--- src/rtl/sic_pkg.sv ---
package sic_pkg;
  // Word indices decoded from address bits [11:2]
  localparam int IDX_MASKED   = 0;
  localparam int IDX_RAW      = 1;
  localparam int IDX_EN_SET   = 2;
  localparam int IDX_EN_CLR   = 3;
  localparam int IDX_SOFT_SET = 4;
  localparam int IDX_SOFT_CLR = 5;
  localparam int IDX_RT_SET   = 8;
  localparam int IDX_RT_CLR   = 9;
endpackage

--- src/rtl/sic_regs.sv ---
module sic_regs
  import sic_pkg::*;
#(
  parameter int N_LINES = 32,
  parameter int IDX_W   = 10,
  parameter int RT_LO   = 21,
  parameter int RT_HI   = 30
) (
  input  logic               clk,
  input  logic               rst,
  input  logic               wr_en,
  input  logic [IDX_W-1:0]   wr_idx,
  input  logic [N_LINES-1:0] wr_data,
  output logic [N_LINES-1:0] mask_q,
  output logic [N_LINES-1:0] rt_q,
  output logic               soft_q,
  output logic [N_LINES-1:0] mask_nxt,
  output logic [N_LINES-1:0] rt_nxt,
  output logic               soft_nxt
);
  function automatic logic [N_LINES-1:0] band_mask();
    logic [N_LINES-1:0] m;
    m = '0;
    for (int i = 0; i < N_LINES; i++) begin
      if (i >= RT_LO && i <= RT_HI) m[i] = 1'b1;
    end
    return m;
  endfunction

  localparam logic [N_LINES-1:0] RT_ALLOW = band_mask();

  logic data_nz;
  assign data_nz = |wr_data;

  always_comb begin
    mask_nxt = mask_q;
    rt_nxt   = rt_q;
    soft_nxt = soft_q;
    if (wr_en) begin
      if (wr_idx == IDX_W'(IDX_EN_SET))        mask_nxt = mask_q | wr_data;
      else if (wr_idx == IDX_W'(IDX_EN_CLR))   mask_nxt = mask_q & ~wr_data;
      else if (wr_idx == IDX_W'(IDX_SOFT_SET)) soft_nxt = soft_q | data_nz;
      else if (wr_idx == IDX_W'(IDX_SOFT_CLR)) soft_nxt = soft_q & ~data_nz;
      else if (wr_idx == IDX_W'(IDX_RT_SET))   rt_nxt   = rt_q | (wr_data & RT_ALLOW);
      else if (wr_idx == IDX_W'(IDX_RT_CLR))   rt_nxt   = rt_q & ~wr_data;
    end
  end

  always_ff @(posedge clk) begin
    if (rst) begin
      mask_q <= '0;
      rt_q   <= '0;
      soft_q <= 1'b0;
    end else begin
      mask_q <= mask_nxt;
      rt_q   <= rt_nxt;
      soft_q <= soft_nxt;
    end
  end
endmodule

--- src/rtl/sic_route.sv ---
module sic_route #(
  parameter int N_LINES  = 32,
  parameter int SUM_LINE = 31
) (
  input  logic               clk,
  input  logic               rst,
  input  logic [N_LINES-1:0] lvl_nxt,
  input  logic [N_LINES-1:0] mask_nxt,
  input  logic [N_LINES-1:0] rt_nxt,
  output logic [N_LINES-1:0] irq_out
);
  for (genvar g = 0; g < N_LINES; g++) begin : g_line
    if (g == SUM_LINE) begin : g_sum
      always_ff @(posedge clk) begin
        if (rst) irq_out[g] <= 1'b0;
        else     irq_out[g] <= |(lvl_nxt & mask_nxt);
      end
    end else begin : g_direct
      // routing bits outside the allowed band never get set
      always_ff @(posedge clk) begin
        if (rst) irq_out[g] <= 1'b0;
        else     irq_out[g] <= lvl_nxt[g] & rt_nxt[g];
      end
    end
  end
endmodule

--- src/rtl/sic_rdmux.sv ---
module sic_rdmux
  import sic_pkg::*;
#(
  parameter int N_LINES = 32,
  parameter int IDX_W   = 10
) (
  input  logic               clk,
  input  logic               rst,
  input  logic               rd_en,
  input  logic [IDX_W-1:0]   rd_idx,
  input  logic [N_LINES-1:0] lvl_eff,
  input  logic [N_LINES-1:0] mask_q,
  input  logic [N_LINES-1:0] rt_q,
  input  logic               soft_q,
  output logic [N_LINES-1:0] rdata_q
);
  logic [N_LINES-1:0] sel;

  always_comb begin
    if (rd_idx == IDX_W'(IDX_MASKED))        sel = lvl_eff & mask_q;
    else if (rd_idx == IDX_W'(IDX_RAW))      sel = lvl_eff;
    else if (rd_idx == IDX_W'(IDX_EN_SET))   sel = mask_q;
    else if (rd_idx == IDX_W'(IDX_SOFT_SET)) sel = {{(N_LINES-1){1'b0}}, soft_q};
    else if (rd_idx == IDX_W'(IDX_RT_SET))   sel = rt_q;
    else                                     sel = '0;
  end

  always_ff @(posedge clk) begin
    if (rst)        rdata_q <= '0;
    else if (rd_en) rdata_q <= sel;
  end
endmodule

--- src/rtl/sec_irq_ctrl.sv ---
module sec_irq_ctrl #(
  parameter int N_LINES  = 32,
  parameter int ADDR_W   = 12,
  parameter int RT_LO    = 21,
  parameter int RT_HI    = 30,
  parameter int SUM_LINE = 31
) (
  input  logic               clk,
  input  logic               rst,
  input  logic [N_LINES-1:0] irq_in,
  input  logic [ADDR_W-1:0]  bus_addr,
  input  logic               bus_wr,
  input  logic               bus_rd,
  input  logic [N_LINES-1:0] bus_wdata,
  output logic [N_LINES-1:0] bus_rdata,
  output logic [N_LINES-1:0] irq_out
);
  localparam int IDX_W = ADDR_W - 2;

  logic [IDX_W-1:0]   word_idx;
  logic               unused_addr_lsbs;
  logic [N_LINES-1:0] level_q;
  logic [N_LINES-1:0] mask_q, rt_q, mask_nxt, rt_nxt;
  logic               soft_q, soft_nxt;
  logic [N_LINES-1:0] lvl_eff, lvl_eff_nxt;

  assign word_idx         = bus_addr[ADDR_W-1:2];
  assign unused_addr_lsbs = ^bus_addr[1:0];

  always_ff @(posedge clk) begin
    if (rst) level_q <= '0;
    else     level_q <= irq_in;
  end

  assign lvl_eff     = level_q | {{(N_LINES-1){1'b0}}, soft_q};
  assign lvl_eff_nxt = irq_in  | {{(N_LINES-1){1'b0}}, soft_nxt};

  sic_regs #(
    .N_LINES(N_LINES), .IDX_W(IDX_W), .RT_LO(RT_LO), .RT_HI(RT_HI)
  ) regs_i (
    .clk(clk), .rst(rst), .wr_en(bus_wr), .wr_idx(word_idx), .wr_data(bus_wdata),
    .mask_q(mask_q), .rt_q(rt_q), .soft_q(soft_q),
    .mask_nxt(mask_nxt), .rt_nxt(rt_nxt), .soft_nxt(soft_nxt)
  );

  sic_route #(
    .N_LINES(N_LINES), .SUM_LINE(SUM_LINE)
  ) route_i (
    .clk(clk), .rst(rst), .lvl_nxt(lvl_eff_nxt), .mask_nxt(mask_nxt),
    .rt_nxt(rt_nxt), .irq_out(irq_out)
  );

  sic_rdmux #(
    .N_LINES(N_LINES), .IDX_W(IDX_W)
  ) rdmux_i (
    .clk(clk), .rst(rst), .rd_en(bus_rd), .rd_idx(word_idx), .lvl_eff(lvl_eff),
    .mask_q(mask_q), .rt_q(rt_q), .soft_q(soft_q), .rdata_q(bus_rdata)
  );
endmodule

--- config.mk ---
export PLATFORM = sky130hd
export DESIGN_NAME = sec_irq_ctrl
export DESIGN_NICKNAME = d
export VERILOG_FILES = /design/src/rtl/sic_pkg.sv /design/src/rtl/sic_regs.sv /design/src/rtl/sic_route.sv /design/src/rtl/sic_rdmux.sv /design/src/rtl/sec_irq_ctrl.sv
export SDC_FILE = /design/constraint.sdc
export NUM_CORES = 1
export LEC_CHECK = 0
export BUFFER_PORTS_ARGS = -buffer_cell sky130_fd_sc_hd__buf_2
export CAP_MARGIN = 20
export CELL_PAD_IN_SITES_DETAIL_PLACEMENT = 0
export CELL_PAD_IN_SITES_GLOBAL_PLACEMENT = 1
export CORE_UTILIZATION = 40
export DETAILED_ROUTE_END_ITERATION = 12
export GPL_ROUTABILITY_DRIVEN = 0
export PLACE_DENSITY_LB_ADDON = 0.1
export SLEW_MARGIN = 15
export SYNTH_ARGS = -nofsm -noshare
export SYNTH_HDL_FRONTEND = slang
export SYNTH_SLANG_ARGS = --single-unit
--- constraint.sdc ---
create_clock -name clk -period 2.5 [get_ports clk]
set_clock_uncertainty 0.2 [all_clocks]
set_input_delay 0.5 -clock clk [delete_from_list [all_inputs] [get_ports clk]]
set_output_delay 0.5 -clock clk [all_outputs]
set_load 0.02 [all_outputs]
# [Word-level counts from Yosys, hierarchy flattened]
# Cells that the tools add are included.
[word_totals] ff_bits=161 inputBits=80 out_inout_bits=64 word_cells=117
[op_classes] eq_ne=7 mux=20 bitwise_logic=47 reduce_logical=5
[ops] op="$mux 32" n=10
[ops] op="$mux 31" n=5
[ops] op="$and 32x32->32" n=4
[ops] op="$or 32x1->32" n=2
[ops] op="$reduce_or 32->1" n=2
[ops] op="$and 1x1->1" n=32
[ops] op="$not 32->32" n=1
[ops] op="$or 32x31->32" n=1
[ops] op="$or 32x32->32" n=1
[ops] op="$eq 10x2->1 const B" n=2
[ops] op="$eq 10x3->1 const B" n=2
[ops] op="$eq 10x4->1 const B" n=2
[ops] op="$eq 10x1->1 const B" n=1
[ops] op="$logic_not 10->1" n=1
[ops] op="$reduce_and 6->1" n=1
[ops] op="$mux 1" n=5
[ops] op="$not 1->1" n=5
[ops] op="$reduce_bool 2->1" n=1
[ops] op="$or 1x1->1" n=1

# [Logic depth before layout (Yosys ltp)]
# Gate-level depths: netlist of the first run.
[logic_depth] depth_word=11 mapped_depth=9 mapped_depth_nobuf=6

# [Cells and area by module]
# A second synthesis of the first run with hierarchy kept.
[hier_totals] cells_unflattened=861 hier_area_um2=7916.3
[by_module_without_submodules] mod="sic_regs" instances=1 cells_per_inst=392 area_each_um2=3522.1 seq_area_each_um2=1301.2
[by_module_without_submodules] mod="sic_rdmux" instances=1 cells_per_inst=312 area_each_um2=2502.4 seq_area_each_um2=640.6
[by_module_without_submodules] mod="sic_route" instances=1 cells_per_inst=88 area_each_um2=1016.0 seq_area_each_um2=640.6
[by_module_without_submodules] mod="sec_irq_ctrl" instances=1 cells_per_inst=69 area_each_um2=875.8 seq_area_each_um2=640.6

# [Least setup slack after synthesis of the first run]
# OpenSTA, ideal clock, no wires.
[synth_path] path_type="input port to flip-flop" startpoint="in bus_addr[9]" endpoint="reg route_i.irq_out[21]" setup_time_ns=0.062 arrival_time_ns=2.007 required_ns=2.238 setup_slack_ns=0.231 path_stages=8 path_buffers=2 path_cell_list="or4_4 > nor4_4 > and3_1 > buf_4 > and3_4 > buf_8 > a22oi_2 > nor2b_2"
[synth_between] elab_chain_cells=9 elab_cells_between_ends=14 cone_classes="6 x eq/ne; 7 x mux; 1 x bitwise"
[synth_rtl] item="from (decl)" line="sec_irq_ctrl.sv:11" text="input logic [ADDR_W-1:0] bus_addr,"
[synth_rtl] item="$eq 10x4->1" line="sic_regs.sv:45" text="else if (wr_idx == IDX_W'(IDX_RT_CLR)) rt_nxt = rt_q & ~wr_data;"
[synth_rtl] item="$mux 32" line="sic_regs.sv:45"
[synth_rtl] item="$mux 32" line="sic_regs.sv:44" text="else if (wr_idx == IDX_W'(IDX_RT_SET)) rt_nxt = rt_q | (wr_data & RT_ALLOW);"
[synth_rtl] item="$mux 31" line="sic_regs.sv:43" text="else if (wr_idx == IDX_W'(IDX_SOFT_CLR)) soft_nxt = soft_q & ~data_nz;"
[synth_rtl] item="$mux 31" line="sic_regs.sv:42" text="else if (wr_idx == IDX_W'(IDX_SOFT_SET)) soft_nxt = soft_q | data_nz;"
[synth_rtl] item="$mux 31" line="sic_regs.sv:41" text="else if (wr_idx == IDX_W'(IDX_EN_CLR)) mask_nxt = mask_q & ~wr_data;"
[synth_rtl] item="$mux 31 *" line="sic_regs.sv:40" text="if (wr_idx == IDX_W'(IDX_EN_SET)) mask_nxt = mask_q | wr_data;"
[synth_rtl] item="$mux 31 *" line="sic_regs.sv:39" text="if (wr_en) begin"
[synth_rtl] item="$and 1x1->1 *" line="sic_route.sv:22" text="else irq_out[g] <= lvl_nxt[g] & rt_nxt[g];"
[synth_rtl] item="to (signal, indexed assignment)" line="sic_route.sv:22"
[synth_rtl] item="to (decl)" line="sic_route.sv:10" text="output logic [N_LINES-1:0] irq_out"
# Every way passes the cells marked *; elsewhere a longest branch is shown, timed or not. The select of a mux whose other input is x is not followed.
# A chain may end at the register's enable or synchronous reset.

# [Worst setup path after layout of the first run]
[layout_path] startpoint="in bus_wdata[14]" endpoint="reg route_i.irq_out[31]"
[layout_between] elab_chain_cells=11 elab_cells_between_ends=18 cone_classes="8 x mux; 8 x bitwise; 2 x reduce/logical"
[layout_rtl] item="from (decl)" line="sec_irq_ctrl.sv:14" text="input logic [N_LINES-1:0] bus_wdata,"
[layout_rtl] item="$reduce_or 32->1" line="sic_regs.sv:33" text="assign data_nz = |wr_data;"
[layout_rtl] item="$not 1->1" line="sic_regs.sv:43"
[layout_rtl] item="$and 1x1->1" line="sic_regs.sv:43"
[layout_rtl] item="$mux 1" line="sic_regs.sv:43"
[layout_rtl] item="$mux 1" line="sic_regs.sv:42"
[layout_rtl] item="$mux 1" line="sic_regs.sv:41"
[layout_rtl] item="$mux 1" line="sic_regs.sv:40"
[layout_rtl] item="$mux 1" line="sic_regs.sv:39"
[layout_rtl] item="$or 32x1->32" line="sec_irq_ctrl.sv:36" text="assign lvl_eff_nxt = irq_in | {{(N_LINES-1){1'b0}}, soft_nxt};"
[layout_rtl] item="$and 32x32->32 *" line="sic_route.sv:16" text="else irq_out[g] <= |(lvl_nxt & mask_nxt);"
[layout_rtl] item="$reduce_or 32->1 *" line="sic_route.sv:16"
[layout_rtl] item="to (signal, indexed assignment)" line="sic_route.sv:16"
# Every way passes the cells marked *; elsewhere a longest branch is shown, timed or not.

==> flow_summary.toml, run 1 <==
[logic_synthesis]
synth_cell_types = 52
syn_nets = 849
synthesis.area_mm2 = 0.006581
ys_ff_latch = 161
synth-seq-area-share = 0.4897
synthFlopType = "dfxtp_1"
async_reset_ff_frac = 0
syn_inst = 769
synth.avg_cell_area_um2 = 8.558
synth-edff-count = 0
yosysWarnings = 0

[setup_path]
slowest_delay_ns = 0.54
crit_buf_inv = 1
critPathKind = "primary input to flop"
rr_startpoint = "regs_i.mask_q[26]"
crit_required_ns = 2.58
path_delay_family = "simple AND/OR/NAND/NOR gates"
r2r-end = "route_i.irq_out[31]"
path_depth = 7
crit_path_start_kind = "primary input"
cp-end-kind = "flop"
crit_start = "bus_wdata[14]"
r2r_slack_ns = 0.61
critPathSlowestCell = "nor4_1"
arrival_ns = 2.43
endpoint = "route_i.irq_out[31]"
crit_path_cell_trace = "buf_2 > nor4_1 > nand4_1 > o2111ai_1 > mux2_2 > o21ai_0 > a41oi_1"
reg2regPathDepth = 6
path_max_fanout = 2

[floorplan]
io_pins = 144
rows = 46
dieWidth_um = 130.3
initial_core_util = 0.4113
die_h_um = 130.3
die_area_mm2 = 0.01697
core_mm2 = 0.01600

[clock_network]
clk_pin_slew_worst_paths_ns = 0.06
cts_buffers = 17
cts-root-buf = "clkbuf_16"
cts_hold_buffers = 0
cts_setup_buffers = 0
cts_max_level = 4
cts_resized = 0
cts.path.max_buffers = 2
cts.sinks = 161
cts_tree = "built"
clk_latency_ns = 0.42

[power_and_ir_drop]
finalPower_mw = 5.751
total_leakage_power_nw = 3.492
p_per_area_mw_per_mm2 = 687.6
peakVddDrop_mv = 0.4922

[global_routing]
grt.overflow.total = 0
antenna_found_initial = 1
grt_max_degree = 65
grt_pass1_vias = 5910
track_usage = 0.2577
grt_pass1_wl_mm = 32.49

[placed_design]
dpl.cell_count = 1128
portBuffers = 141
dpl_cell_area_mm2 = 0.007759
pre_cts_slack_ns = -0.3207
hpwl_mm = 15.53

[finish]
stdcell_area_mm2 = 0.008364
drive_gt1_frac = 0.2680
utilization = 0.5228
layout_commonest_cell = "dfxtp_1"
syn2layout_area_growth_pct = 27.09
register_area_mm2 = 0.003223
multi_input_area_mm2 = 0.003095
layout.nets = 1011
fillers = 1613
layout.cells.non_filler = 1161
final_cell_mix = "dfxtp_1 (161), buf_2 (140), nand2_1 (118)"

[detailed_routing]
drt_pass1_iterations = 5
wl_met3_mm = 1.084
drt_first_iter_violations = 459
highest_layer = "met4"
wl_per_cell_um = 18.10
route.met2.wl_mm = 9.944
wl_met1_mm = 9.578
viasPerCell = 5.332
wirelength_mm = 21.02
final_antenna_net_count = 0
drc = 0
via_count = 6191

[timing]
whs_ns = 0.1229
finalHoldViolations = 0
period_minus_slack_ns = 2.341
timing.fmax_mhz = 427.2
fin_crit_sh = 0.9363
fin_tns_setup_ns = 0
slew_headroom = 0.6042
worst_pin_slew_ns = 0.5883
slew_viol_final = 0
rsz0062_at_grt = "false"
setup_slack_ns = 0.1593
setup_violations = 0

[run]
maxCapViolCount = 0

[min_path]
hp-class = "primary input to flop"

[run_status]
outcome = "completed"
==> registers in the layout (all words and copies together), names as in the netlist <==
signal,cells
rdmux_i.rdata_q,32
regs_i.rt_q,32
route_i.irq_out,32
regs_i.soft_q,1
regs_i.mask_q,32
level_q,32
==> worst register-to-register path: cells and delay by family (launching register included) <==
| kind | cells | cell delay (ns) |
|---|---|---|
| flops | 1 | 0.35 |
| compound gates | 4 | 0.66 |
| simple gates | 2 | 0.54 |
==> cells by family (layout without fill, tap and decap cells) <==
family | after synthesis | count (layout) | share of synthesized area
AOI/OAI and AO/OA | 194 | 194 | 0.1977
buffers and inverters | 50 | 225 | 0.03992
DFF | 161 | 161 | 0.4897
muxes | 5 | 5 | 0.008555
other | 0 | 1 | 0
and+or+nand+nor | 359 | 359 | 0.2641
==> layer usage <==
| metal | vias up | GRT usage |
|---|---|---|
| li1 | 2996 | - |
| met1 | 2961 | 0.3342 |
| met2 | 206 | 0.4230 |
| met3 | 28 | 0.04920 |
| met4 | 0 | 0.09918 |
| met5 | - | 0 |
==> final cells by class <==
cell class                 instances  area share
antenna                            1   0.0002992
clock buffer                      21     0.05266
clock inverter                    11     0.01945
inverter                           1   0.0004488
multi-input combinational        558      0.3701
sequential                       161      0.3853
tap                              216     0.03231
timing repair buffer             192      0.1394
==> worst min path at each step <==
stage | slack, ns | endpoint | cells after the start | startpoint
final | 0.12 | route_i.irq_out[15] | 2 | irq_in[15]
after CTS | 0.11 | regs_i.rt_q[4] | 2 | bus_wdata[4]
after floorplan | 0.23 | regs_i.rt_q[31] | 2 | regs_i.rt_q[31]
after global placement | 0.24 | regs_i.rt_q[31] | 2 | regs_i.rt_q[31]
after detailed placement | 0.24 | regs_i.rt_q[31] | 2 | regs_i.rt_q[31]
after global routing | 0.11 | regs_i.rt_q[4] | 2 | bus_wdata[4]
==> cell usage after synthesis, drive strengths merged (2+ instances only) <==
| cell type | instances | share of area |
|---|---|---|
| a22oi | 23 | 0.034 |
| clkbuf | 29 | 0.018 |
| a21oi | 72 | 0.055 |
| o21ai | 23 | 0.017 |
| and4 | 2 | 0.0027 |
| or4 | 2 | 0.0029 |
| nand3 | 9 | 0.0068 |
| buf | 20 | 0.021 |
| nor2b | 49 | 0.050 |
| nand2b | 22 | 0.021 |
| a31oi | 6 | 0.0057 |
| and2 | 22 | 0.021 |
| nor2 | 109 | 0.062 |
| dfxtp | 161 | 0.49 |
| nand2 | 118 | 0.067 |
| a22o | 3 | 0.0040 |
| a311oi | 21 | 0.028 |
| nor3 | 2 | 0.0015 |
| a21o | 12 | 0.014 |
| mux2 | 5 | 0.0086 |
| nand4 | 6 | 0.0057 |
| o22ai | 10 | 0.0095 |
| and3 | 2 | 0.0027 |
| nor4 | 13 | 0.016 |
| a221oi | 5 | 0.0067 |
| a211oi | 10 | 0.011 |
==> power by group <==
group | internal, mW | switching [mW]
Combinational | 0.168 | 0.267
Sequential | 2.62 | 0.0187
Clock | 1.66 | 1.02
Total | 4.45 | 1.30
No activity file was read; power rests on OpenSTA's default activity.
==> run 2: changes to the inputs <==
--- a/config.mk
+++ b/config.mk
@@ -12,7 +12,7 @@
 export CORE_UTILIZATION = 40
 export DETAILED_ROUTE_END_ITERATION = 12
 export GPL_ROUTABILITY_DRIVEN = 0
-export PLACE_DENSITY_LB_ADDON = 0.1
+export PLACE_DENSITY = 0.81
 export SLEW_MARGIN = 15
 export SYNTH_ARGS = -nofsm -noshare
 export SYNTH_HDL_FRONTEND = slang
==> run 2 against run 1 <==
  * Register-to-register slack gained 0.04 ns
  * Highest routed layer unchanged
  * Worst setup slack gained 0.13 ns
  * Hold slack lost 0.013 ns
  * Largest cell class unchanged
  * Clock power is essentially flat
  * Critical path depth is the same
  * Largest power group unchanged
==> flow_summary.toml, run 2 (synthesized netlist as in run 1, its figures left out) <==
[setup_path]
slowest_delay_ns = 0.48
critPathKind = "primary input to flop"
crit_path_cell_trace = "buf_2 > nor4_1 > nand4_1 > o2111ai_1 > mux2_2 > o21ai_0 > a41oi_1"
cp-end-kind = "flop"
path_max_fanout = 2
crit_buf_inv = 1
critPathSlowestCell = "nor4_1"
path_delay_family = "simple AND/OR/NAND/NOR gates"
crit_path_start_kind = "primary input"
crit_required_ns = 2.60
arrival_ns = 2.31

[detailed_routing]
drc = 0
via_count = 6120
viasPerCell = 5.258
wirelength_mm = 19.91
final_antenna_net_count = 0
drt_first_iter_violations = 477
wl_per_cell_um = 17.10
drt_pass1_iterations = 5

[timing]
whs_ns = 0.1104
rsz0062_at_grt = "false"
timing.fmax_mhz = 452.2
setup_violations = 0
finalHoldViolations = 0
period_minus_slack_ns = 2.211
slew_viol_final = 0
worst_pin_slew_ns = 0.5413
slew_headroom = 0.6358
fin_crit_sh = 0.8845

[placed_design]
hpwl_mm = 14.65
portBuffers = 141
dpl.cell_count = 1132

[global_routing]
grt_max_degree = 45
grt_pass1_wl_mm = 30.13
grt_pass1_vias = 5535
grt.overflow.total = 0
track_usage = 0.2394
antenna_found_initial = 0

[clock_network]
clk_latency_ns = 0.43
cts_setup_buffers = 0
clk_pin_slew_worst_paths_ns = 0.07
cts_max_level = 4
cts_buffers = 17
cts.path.max_buffers = 2
cts_tree = "built"
cts_resized = 0
cts-root-buf = "clkbuf_16"
cts_hold_buffers = 0
cts.sinks = 161

[finish]
layout.nets = 1015
layout_commonest_cell = "dfxtp_1"
final_cell_mix = "dfxtp_1 (161), buf_2 (140), nand2_1 (118)"
fillers = 1581
drive_gt1_frac = 0.2753
syn2layout_area_growth_pct = 27.21
layout.cells.non_filler = 1164
diodes = 0

[floorplan]
rows = 46
core_mm2 = 0.01600
die_area_mm2 = 0.01697
die_h_um = 130.3
initial_core_util = 0.4113
dieWidth_um = 130.3
io_pins = 144

[run]
maxCapViolCount = 0

[power_and_ir_drop]
total_leakage_power_nw = 3.506
peakVddDrop_mv = 0.4731
p_per_area_mw_per_mm2 = 685.9

[run_status]
outcome = "completed"

[min_path]
hp-class = "primary input to flop"
## run 2: changes by cell type in the layout (fill, tap and decap cells not counted), sizes merged
cell | before | now
bufinv | 4 | 2
clkinv | 4 | 2
buf | 192 | 196
diode | 1 | 0
inv | 1 | 8
clkbuf | 21 | 18
## run 2: worst reg2reg max path, delay by kind of cell (launching register included)
kind	cells	cell delay, ns
DFF	1	0.37
and+or+nand+nor	2	0.51
AOI/OAI and AO/OA	4	0.64
## run 2: layer usage
metal  track usage  wire length (µm)
met5             0                 0
met4       0.09097               356
met3       0.04346              1233
met2        0.3892              9388
met1        0.3151              8930
## run 2: worst paths after layout
kind | endpoint | slack (ns) | cells past startpoint | from
worst max-delay path | route_i.irq_out[31] | 0.29 | 7 | bus_wdata[12]
worst min-delay path | regs_i.rt_q[4] | 0.11 | 2 | bus_wdata[4]
worst max register to register | route_i.irq_out[31] | 0.65 | 6 | regs_i.mask_q[6]
worst min register to register | regs_i.rt_q[31] | 0.26 | 2 | regs_i.rt_q[31]
## run 2: area by class of cell
cell class              count  area (µm²)  share of cell area
clock inverters            14       168.9             0.02018
clock buffers              18       439.2             0.05246
well taps                 216       270.3             0.03228
inverters                   1       3.754           0.0004484
repair buffers            196        1171              0.1399
flip-flops and latches    161        3223              0.3850
multi-input cells         558        3095              0.3698
## run 2: metrics by stage
step	TNS [ns]	worst slack (ns)	power [mW]	utilization	instance area, µm²
final	0	0.2888	5.743	0.5232	8372
after global routing	0	0.1657	5.909	0.5232	8372
after CTS	0	0.2874	5.783	0.5232	8372
after detailed placement	-2.107	-0.1550	3.118	0.4852	7764
after global placement	-1.475	-0.1800	3.117	0.4852	7764
after floorplan	0	0.2309	2.866	-	6581
## run 2: power by group
group | internal, mW | switching, mW
registers | 2.62 | 0.0189
logic | 0.165 | 0.263
clock network | 1.53 | 1.15
total | 4.31 | 1.43
==> run 3: changes to the inputs <==
--- a/config.mk
+++ b/config.mk
@@ -12,8 +12,10 @@
 export CORE_UTILIZATION = 40
 export DETAILED_ROUTE_END_ITERATION = 12
 export GPL_ROUTABILITY_DRIVEN = 0
-export PLACE_DENSITY = 0.81
+export PLACE_DENSITY = 0.78
+export REMOVE_ABC_BUFFERS = 1
 export SLEW_MARGIN = 15
 export SYNTH_ARGS = -nofsm -noshare
 export SYNTH_HDL_FRONTEND = slang
 export SYNTH_SLANG_ARGS = --single-unit
+export TNS_END_PERCENT = 10
==> run 3 against run 2 <==
  * Total power increased by 4.0%
  * Clock power is 8.2% higher
  * Routed wire length up 0.56%
  * Count of clock-buffer cells in the layout up 2
  * Worst setup slack worse by 0.064 ns
==> flow_summary.toml, run 3 (synthesized netlist as in run 1, its figures left out) <==
[run_status]
outcome = "completed"

[floorplan]
die_area_mm2 = 0.01697
initial_core_util = 0.4113
io_pins = 144
die_h_um = 130.3
rows = 46
core_mm2 = 0.01600
dieWidth_um = 130.3

[global_routing]
grt_pass1_wl_mm = 31.35
grt_max_degree = 40
track_usage = 0.2477
grt_pass1_vias = 5660
grt.overflow.total = 0
antenna_found_initial = 0

[setup_path]
critPathSlowestCell = "or4_4"
crit_path_cell_trace = "buf_2 > or4_4 > nor4_4 > and3_1 > buf_4 > nand2_1 > a311oi_1"
arrival_ns = 2.40
rr_startpoint = "regs_i.mask_q[6]"
critPathKind = "primary input to flop"
path_depth = 7
path_delay_family = "simple AND/OR/NAND/NOR gates"
r2r-end = "route_i.irq_out[31]"
path_max_fanout = 21
r2r_slack_ns = 0.51
crit_buf_inv = 2
cp-end-kind = "flop"
reg2regPathDepth = 6
crit_path_start_kind = "primary input"
crit_required_ns = 2.63
slowest_delay_ns = 0.57

[detailed_routing]
wl_per_cell_um = 17.17
wl_met1_mm = 9.386
drt_pass1_iterations = 5
viasPerCell = 5.226
wirelength_mm = 20.02
wl_met3_mm = 1.080
final_antenna_net_count = 0
route.met2.wl_mm = 9.246
via_count = 6094
drc = 0
drt_first_iter_violations = 428
highest_layer = "met4"

[clock_network]
clk_pin_slew_worst_paths_ns = 0.06
clk_latency_ns = 0.43
cts_buffers = 17
cts_max_level = 4
cts_hold_buffers = 0
cts-root-buf = "clkbuf_16"
cts.sinks = 161
cts.path.max_buffers = 2
cts_tree = "built"

[timing]
rsz0062_at_grt = "false"
timing.fmax_mhz = 439.5
worst_pin_slew_ns = 0.4153
period_minus_slack_ns = 2.275
slew_viol_final = 0
fin_crit_sh = 0.9101
finalHoldViolations = 0
setup_violations = 0
slew_headroom = 0.7206

[power_and_ir_drop]
finalPower_mw = 5.970
total_leakage_power_nw = 3.562
p_per_area_mw_per_mm2 = 701.8
peakVddDrop_mv = 0.4879

[finish]
final_cell_mix = "dfxtp_1 (161), buf_2 (140), nand2_1 (118)"
drive_gt1_frac = 0.2768
stdcell_area_mm2 = 0.008506
diodes = 0
layout_commonest_cell = "dfxtp_1"
syn2layout_area_growth_pct = 29.24
multi_input_area_mm2 = 0.003102
fillers = 1570
layout.nets = 1017
register_area_mm2 = 0.003223
layout.cells.non_filler = 1166

[min_path]
worstHoldEndpoint = "regs_i.rt_q[7]"
min_path_cells = 2
hp-class = "primary input to flop"
hp-start = "bus_wdata[7]"

[placed_design]
hpwl_mm = 14.49
portBuffers = 141
dpl_cell_area_mm2 = 0.007841
dpl.cell_count = 1134

[run]
maxCapViolCount = 0
run 3: report_power, final:
| group | internal, mW | switching, mW |
|---|---|---|
| clock network | 1.83 | 1.07 |
| logic | 0.171 | 0.263 |
| registers | 2.62 | 0.0188 |
run 3: repair_timing:
action                                  CTS  global route
gates resized for setup                   0             1
endpoints found under the setup margin    0             1
setup buffers                             0             0
run 3: worst reg2reg max path, stage by stage, from the launching register on:
cell,delay (ns)
dfxtp_1,0.33
a22oi_1,0.27
nand4_1,0.14
or3_1,0.39
a21oi_1,0.17
o2111a_1,0.24
a41oi_1,0.11
run 3: metrics by stage:
step                      hold slack [ns]    util  worst slack [ns]  TNS, ns
after detailed placement           0.2469  0.4901           -0.2769   -4.232
after CTS                          0.1009  0.5312            0.1355        0
after global placement             0.2380  0.4901           -0.3035   -2.963
after global routing               0.1183  0.5316           0.09775        0
final                              0.1143  0.5316            0.2249        0
after floorplan                    0.2262       -           -0.4218   -10.36
run 3: layout make-up:
cell class,count,share of cell area
Sequential cell,161,0.3789
Multi-Input combinational cell,558,0.3647
Timing Repair Buffer,198,0.1468
Clock buffer,20,0.05369
Tap cell,216,0.03177
Clock inverter,12,0.02368
Inverter,1,0.0004413
run 3: layer usage:
metal / vias to the layer above / GRT usage
met4: 0 / 0.08276
li1: 3011 / -
met2: 196 / 0.3936
met1: 2858 / 0.3348
met3: 29 / 0.05002
met5: - / 0
run 3: worst max path at each step:
stage	to	start
after floorplan	route_i.irq_out[31]	bus_addr[9]
after global placement	route_i.irq_out[31]	bus_wdata[13]
after detailed placement	route_i.irq_out[31]	bus_wdata[13]
after CTS	route_i.irq_out[31]	bus_wdata[13]
after global routing	route_i.irq_out[31]	bus_addr[9]
final	rdmux_i.rdata_q[23]	bus_addr[9]
